## config.mk

```make
export PLATFORM = sky130hd
export DESIGN_NAME = gpio_irq_ctrl
export DESIGN_NICKNAME = d
export VERILOG_FILES = /design/src/rtl/gpio_irq_pkg.sv /design/src/rtl/gpio_sync.sv /design/src/rtl/gpio_trig_cell.sv /design/src/rtl/gpio_irq_ctrl.sv
export SDC_FILE = /design/constraint.sdc
export NUM_CORES = 1
export LEC_CHECK = 0
export BUFFER_PORTS_ARGS = -buffer_cell sky130_fd_sc_hd__buf_4
export CORE_MARGIN = 4
export CORE_UTILIZATION = 45
export CTS_BUF_LIST = sky130_fd_sc_hd__clkbuf_4 sky130_fd_sc_hd__clkbuf_8
export DETAILED_ROUTE_END_ITERATION = 8
export PLACE_DENSITY = 0.61
export SYNTH_ARGS = -nofsm -noshare
export SYNTH_HDL_FRONTEND = slang
export SYNTH_SLANG_ARGS = --single-unit
```

## constraint.sdc

```tcl
create_clock -name clk_i -period 1.88 [get_ports clk_i]
set_input_delay 0.188 -clock clk_i [delete_from_list [all_inputs] [get_ports clk_i]]
set_output_delay 0.188 -clock clk_i [all_outputs]
set_load 0.005 [all_outputs]
```

## src/rtl/gpio_irq_pkg.sv

```systemverilog
package gpio_irq_pkg;
  localparam int ADDR_W = 8;
  localparam int BUS_W  = 32;

  localparam logic [ADDR_W-1:0] OFF_INPUT  = 8'h04;
  localparam logic [ADDR_W-1:0] OFF_DIR    = 8'h08;
  localparam logic [ADDR_W-1:0] OFF_SET    = 8'h10;
  localparam logic [ADDR_W-1:0] OFF_CLR    = 8'h14;
  localparam logic [ADDR_W-1:0] OFF_EN     = 8'h20;
  localparam logic [ADDR_W-1:0] OFF_RAW    = 8'h24;
  localparam logic [ADDR_W-1:0] OFF_MSK_ST = 8'h28;
  localparam logic [ADDR_W-1:0] OFF_MASK   = 8'h2C;
  localparam logic [ADDR_W-1:0] OFF_ACK    = 8'h30;
  localparam logic [ADDR_W-1:0] OFF_METHOD = 8'h34;
  localparam logic [ADDR_W-1:0] OFF_BOTH   = 8'h38;
  localparam logic [ADDR_W-1:0] OFF_POL    = 8'h3C;

  typedef struct packed {
    logic level_mode;
    logic both_edges;
    logic polarity;
  } trig_cfg_t;
endpackage

```

## src/rtl/gpio_sync.sv

```systemverilog
module gpio_sync #(
  parameter int WIDTH  = 32,
  parameter int STAGES = 2
) (
  input  logic             clk_i,
  input  logic             rst_ni,
  input  logic [WIDTH-1:0] d_i,
  output logic [WIDTH-1:0] q_o
);
  logic [WIDTH-1:0] stage_q [STAGES];

  always_ff @(posedge clk_i or negedge rst_ni) begin
    if (!rst_ni) begin
      for (int s = 0; s < STAGES; s++) stage_q[s] <= '0;
    end else begin
      stage_q[0] <= d_i;
      for (int s = 1; s < STAGES; s++) stage_q[s] <= stage_q[s-1];
    end
  end

  assign q_o = stage_q[STAGES-1];
endmodule

```

## src/rtl/gpio_trig_cell.sv

```systemverilog
module gpio_trig_cell
  import gpio_irq_pkg::*;
(
  input  logic      clk_i,
  input  logic      rst_ni,
  input  logic      cur_i,
  input  trig_cfg_t cfg_i,
  input  logic      ack_i,
  output logic      raw_o
);
  logic prev_q, latch_q;
  logic rise, fall, hit;

  assign rise = cur_i & ~prev_q;
  assign fall = ~cur_i & prev_q;

  always_comb begin
    if (cfg_i.both_edges) hit = rise | fall;
    else if (cfg_i.polarity) hit = fall;
    else hit = rise;
  end

  // a new edge wins over a same-cycle acknowledge so no event is lost
  always_ff @(posedge clk_i or negedge rst_ni) begin
    if (!rst_ni) begin
      prev_q  <= 1'b0;
      latch_q <= 1'b0;
    end else begin
      prev_q <= cur_i;
      if (!cfg_i.level_mode && hit) latch_q <= 1'b1;
      else if (ack_i)               latch_q <= 1'b0;
    end
  end

  assign raw_o = cfg_i.level_mode ? (cur_i ^ cfg_i.polarity) : latch_q;
endmodule

```

## src/rtl/gpio_irq_ctrl.sv

```systemverilog
module gpio_irq_ctrl
  import gpio_irq_pkg::*;
#(
  parameter int N_PINS = 32
) (
  input  logic              clk_i,
  input  logic              rst_ni,
  input  logic              wr_en_i,
  input  logic [ADDR_W-1:0] addr_i,
  input  logic [BUS_W-1:0]  wdata_i,
  output logic [BUS_W-1:0]  rdata_o,
  input  logic [N_PINS-1:0] pin_i,
  output logic [N_PINS-1:0] pin_o,
  output logic [N_PINS-1:0] pin_oe_o,
  output logic              irq_o
);
  localparam int PAD_W = BUS_W - N_PINS;

  logic [N_PINS-1:0] out_q, dir_q, en_q, mask_q;
  logic [N_PINS-1:0] method_q, both_q, pol_q;
  logic [N_PINS-1:0] pin_sync, raw_st, masked_st, wbits;
  logic wr_set, wr_clr, wr_ack;

  assign wbits  = wdata_i[N_PINS-1:0];
  assign wr_set = wr_en_i && (addr_i == OFF_SET);
  assign wr_clr = wr_en_i && (addr_i == OFF_CLR);
  assign wr_ack = wr_en_i && (addr_i == OFF_ACK);

  gpio_sync #(.WIDTH(N_PINS), .STAGES(2)) i_sync (
    .clk_i (clk_i),
    .rst_ni(rst_ni),
    .d_i   (pin_i),
    .q_o   (pin_sync)
  );

  for (genvar g = 0; g < N_PINS; g++) begin : g_pin
    trig_cfg_t cfg;
    assign cfg.level_mode = method_q[g];
    assign cfg.both_edges = both_q[g];
    assign cfg.polarity   = pol_q[g];

    gpio_trig_cell i_cell (
      .clk_i (clk_i),
      .rst_ni(rst_ni),
      .cur_i (pin_sync[g]),
      .cfg_i (cfg),
      .ack_i (wr_ack && wbits[g]),
      .raw_o (raw_st[g])
    );
  end

  always_ff @(posedge clk_i or negedge rst_ni) begin
    if (!rst_ni) begin
      out_q    <= '0;
      dir_q    <= '0;
      en_q     <= '0;
      mask_q   <= '0;
      method_q <= '0;
      both_q   <= '0;
      pol_q    <= '0;
    end else begin
      if (wr_set) out_q <= out_q | wbits;
      if (wr_clr) out_q <= out_q & ~wbits;
      if (wr_en_i) begin
        case (addr_i)
          OFF_DIR:    dir_q    <= wbits;
          OFF_EN:     en_q     <= wbits;
          OFF_MASK:   mask_q   <= wbits;
          OFF_METHOD: method_q <= wbits;
          OFF_BOTH:   both_q   <= wbits;
          OFF_POL:    pol_q    <= wbits;
          default: ;
        endcase
      end
    end
  end

  assign masked_st = raw_st & en_q & ~mask_q;
  assign irq_o     = |masked_st;
  assign pin_o     = out_q;
  assign pin_oe_o  = dir_q;

  logic [N_PINS-1:0] rd_word;
  always_comb begin
    case (addr_i)
      OFF_INPUT:  rd_word = pin_sync;
      OFF_DIR:    rd_word = dir_q;
      OFF_EN:     rd_word = en_q;
      OFF_RAW:    rd_word = raw_st;
      OFF_MSK_ST: rd_word = masked_st;
      OFF_MASK:   rd_word = mask_q;
      OFF_METHOD: rd_word = method_q;
      OFF_BOTH:   rd_word = both_q;
      OFF_POL:    rd_word = pol_q;
      default:    rd_word = '0;
    endcase
  end

  if (PAD_W > 0) begin : g_pad
    assign rdata_o = {{PAD_W{1'b0}}, rd_word};
  end else begin : g_nopad
    assign rdata_o = rd_word;
  end
endmodule

```

==> impl_results.md <==
- Instance count of the mapped netlist: 1533
- Number of synthesized flops with an enable pin: 0
- Syn Nets: 1672
- Crit Path Category: register to primary output
- Commonest cells after routing, fill and taps aside: buf_4 (389), dfrtp_1 (340), mux2_2 (152)
- # DRC: 0
- CTS Sinks: 352
- Worst Clk Skew: 0.01980 ns
- RSZ-0062 raised after global routing: true
- Core area: 37580 um2
- First-pass GRT wire length: 83020 um
- Gpl congestion: 0.8813
- Ratio of cells with drive above 1 in the final layout: 40.40%
- Critical Path Sink Type: primary output
- Clock Root Buffer: clkbuf_8
- Clock Latency Late Sink: 0.66 ns
- Post-DP HPWL: 36290 um
- Initial antenna violation count: 1
- Crit Path Max Fanout: 2
- # IOs: 172
- Vias: 14090
- TritonCTS buffer count: 61
- Number of warnings issued by yosys: 0
- #FFs+latches synth: 352
- Most used flip-flop cell after synthesis: dfrtp_1
- Max H-tree Level: 2
- Die Width: 203.1 um
- Final period util: 146.2%
- Async set or reset register ratio after synthesis: 100.0%
- Fmax achieved: 0.3638 GHz
- Largest net degree at the start of global routing: 84
- Die H: 203.1 um
- 1st-pass router iterations: 7
- Port Buffer Count: 171
- Worst-Margin Slew: 0.6268 ns
- Std cell rows: 71
- # nets final: 2124
- Die area: 41260 um2
- Post-route cell area: 23710 um2
- Leakage Power: 11.61 nW
- Number of global-route vias before repair: 14470
- DR iter-0 viols: 889
- Failing checks: setup timing
- Setup violators final: 33
- Total wire length: 54070 um
- Grt ovf: 0
- CP arrival: 2.56 ns
- Final WS setup: -0.8685 ns
- Final Hold Viols: 0
- VDD IR max: 0.6798 mV
- WL/cell: 21.25 um
- CTS tree: done
- Slew headroom: 58.08%
- Worst Hold Class: primary input to register
- All-layer global routing usage: 25.81%
- Final-report max-slew violation count: 0
- Status: complete, but fails checks
- Register area share after synthesis: 51.42%
- Min Hold Slack: 0.1383 ns
- Mean Syn Cell Area: 11.18 um2
- Initial Util: 45.59%
- CTS max path bufs: 3
- FILL cells: 3021
- Vias per cell: 5.538
- Synth unique cells: 65
- Pwr dens: 776.6 nW/um2
- Most common cell after layout, fill and taps aside: buf_4
- Area growth, synth to finish: 38.39%
- Post-Syn Area: 17130 um2
- Max Cap Violations: 0
- Minimum period implied by the final worst setup slack: 2.748 ns
- Antenna-violating nets left: 0
- Dpl cell area: 20630 um2
- CP Data Required Time: 1.69 ns
- Clock-pin slew on the worst setup and hold paths: 0.06 ns
- Worst Setup Start Kind: register
==> through the flow <==
step | power, W | setup WS, ns | TNS, ns | utilization (%) | std cells
2_1_floorplan | 0.009171 | 0.1632 | 0 | - | 1533
3_3_place_gp | 0.01025 | -0.5010 | -15.49 | 54.91 | 2359
3_5_place_dp | 0.01031 | -0.4987 | -16.18 | 54.91 | 2359
4_1_cts | 0.01852 | -0.8656 | -15.26 | 62.28 | 2531
5_1_grt | 0.01918 | -1.019 | -17.16 | 63.09 | 2544
6_report | 0.01841 | -0.8685 | -13.64 | 63.09 | 2544
==> cell families after synthesis <==
| kind of cell | synth area share, % |
|---|---|
| fa+ha+maj | 4.674 |
| simple gates | 7.800 |
| buf+inv | 5.609 |
| mux | 14.15 |
| xor+xnor | 1.636 |
| flops | 51.42 |
| compound gates | 14.71 |
==> metal layers <==
layer  vias up  routed length (um)  track usage [%]  share of wire [%]
li1       6427                   -                -                  -
met1      7087               23620            35.21                 44
met2       452               25130            41.35                 46
met3       122                3477            5.175                6.4
met4         0                1851            9.251                3.4
met5         -                   0                0                  0
==> sequential cells by signal, indices dropped and copies added (netlist names), named ones only <==
register	flops
pin_oe_o	32
mask_q	32
g_pin.i_cell.prev_q	32
method_q	32
both_q	32
i_sync.stage_q	32
g_pin.i_cell.latch_q	32
i_sync.q_o	32
en_q	32
pol_q	32
==> worst paths after layout <==
check / start / endpoint / cells past startpoint / slack (ns)
hold / removal: wr_en_i / pin_oe_o[9] / 4 / 0.14
setup reg to reg: i_sync.q_o[6] / g_pin[6].i_cell.latch_q / 6 / 0.35
max in group asynchronous: rst_ni / method_q[21] / 3 / 1.19
setup / recovery: i_sync.q_o[16] / irq_o / 8 / -0.87
hold reg to reg: i_sync.stage_q[59] / i_sync.q_o[27] / 0 / 0.35
min in group asynchronous: rst_ni / pol_q[9] / 3 / 0.17
==> cells in the mapped netlist (7+ instances only) <==
cell / n / area, um2
mux2i_1: 33 / 330.3
a22oi_1: 30 / 225.2
a2111oi_0: 27 / 236.5
nor4_1: 7 / 43.79
nor2_1: 50 / 187.7
o22ai_1: 10 / 62.56
mux2_2: 153 / 1723
dfrtp_1: 352 / 8808
a32o_1: 7 / 70.07
buf_2: 50 / 250.2
a31oi_1: 36 / 225.2
clkbuf_1: 22 / 82.58
buf_4: 25 / 187.7
and3b_1: 9 / 78.83
a21oi_1: 75 / 375.4
a221oi_1: 28 / 245.2
mux2_1: 33 / 371.6
nor2b_1: 14 / 87.58
o21ai_0: 89 / 445.4
inv_1: 108 / 405.4
o211ai_1: 16 / 120.1
a22o_1: 18 / 157.7
xnor2_1: 28 / 245.2
ha_1: 64 / 800.8
a211oi_1: 19 / 142.6
nand3_1: 19 / 95.09
nand2_1: 139 / 521.8
==> where the power goes <==
group          internal [W]  leakage [nW]  switching, W  total [W]
clock network       0.00460         0.734       0.00323    0.00783
logic               0.00120          6.55       0.00110    0.00229
registers           0.00797          4.33      0.000326    0.00829
total                0.0138          11.6       0.00465     0.0184
==> worst max-delay path, cell delays in order (launching register included) <==
cell and delay (ns):
dfrtp_1 0.40, xnor2_2 0.26, a2111oi_4 0.11, buf_4 0.16, nor4_2 0.24, buf_4 0.14, and4_1 0.18, nand4_1 0.20
buf_4 0.22
==> timing repair <==
item | in CTS | in global routing
setup endpoints to repair | 33 | 33
buffers inserted | 5 | 13
cloned | 0 | 0
hold endpoints to repair | 640 | 0
pin swaps | 97 | 33
hold buffers | 66 | 0
resized for setup | 137 | 45
==> area by class of cell <==
type | count | area (um2) | share of cell area [%]
sequential | 352 | 8823 | 37.22
multi-input combinational | 969 | 8253 | 34.81
timing repair buffer | 492 | 4195 | 17.69
clock buffer | 100 | 1251 | 5.277
tap | 511 | 639.4 | 2.697
inverter | 109 | 409.1 | 1.726
clock inverter | 10 | 135.1 | 0.5700
antenna | 1 | 2.502 | 0.01055
No activity file was read; power rests on OpenSTA's default activity.
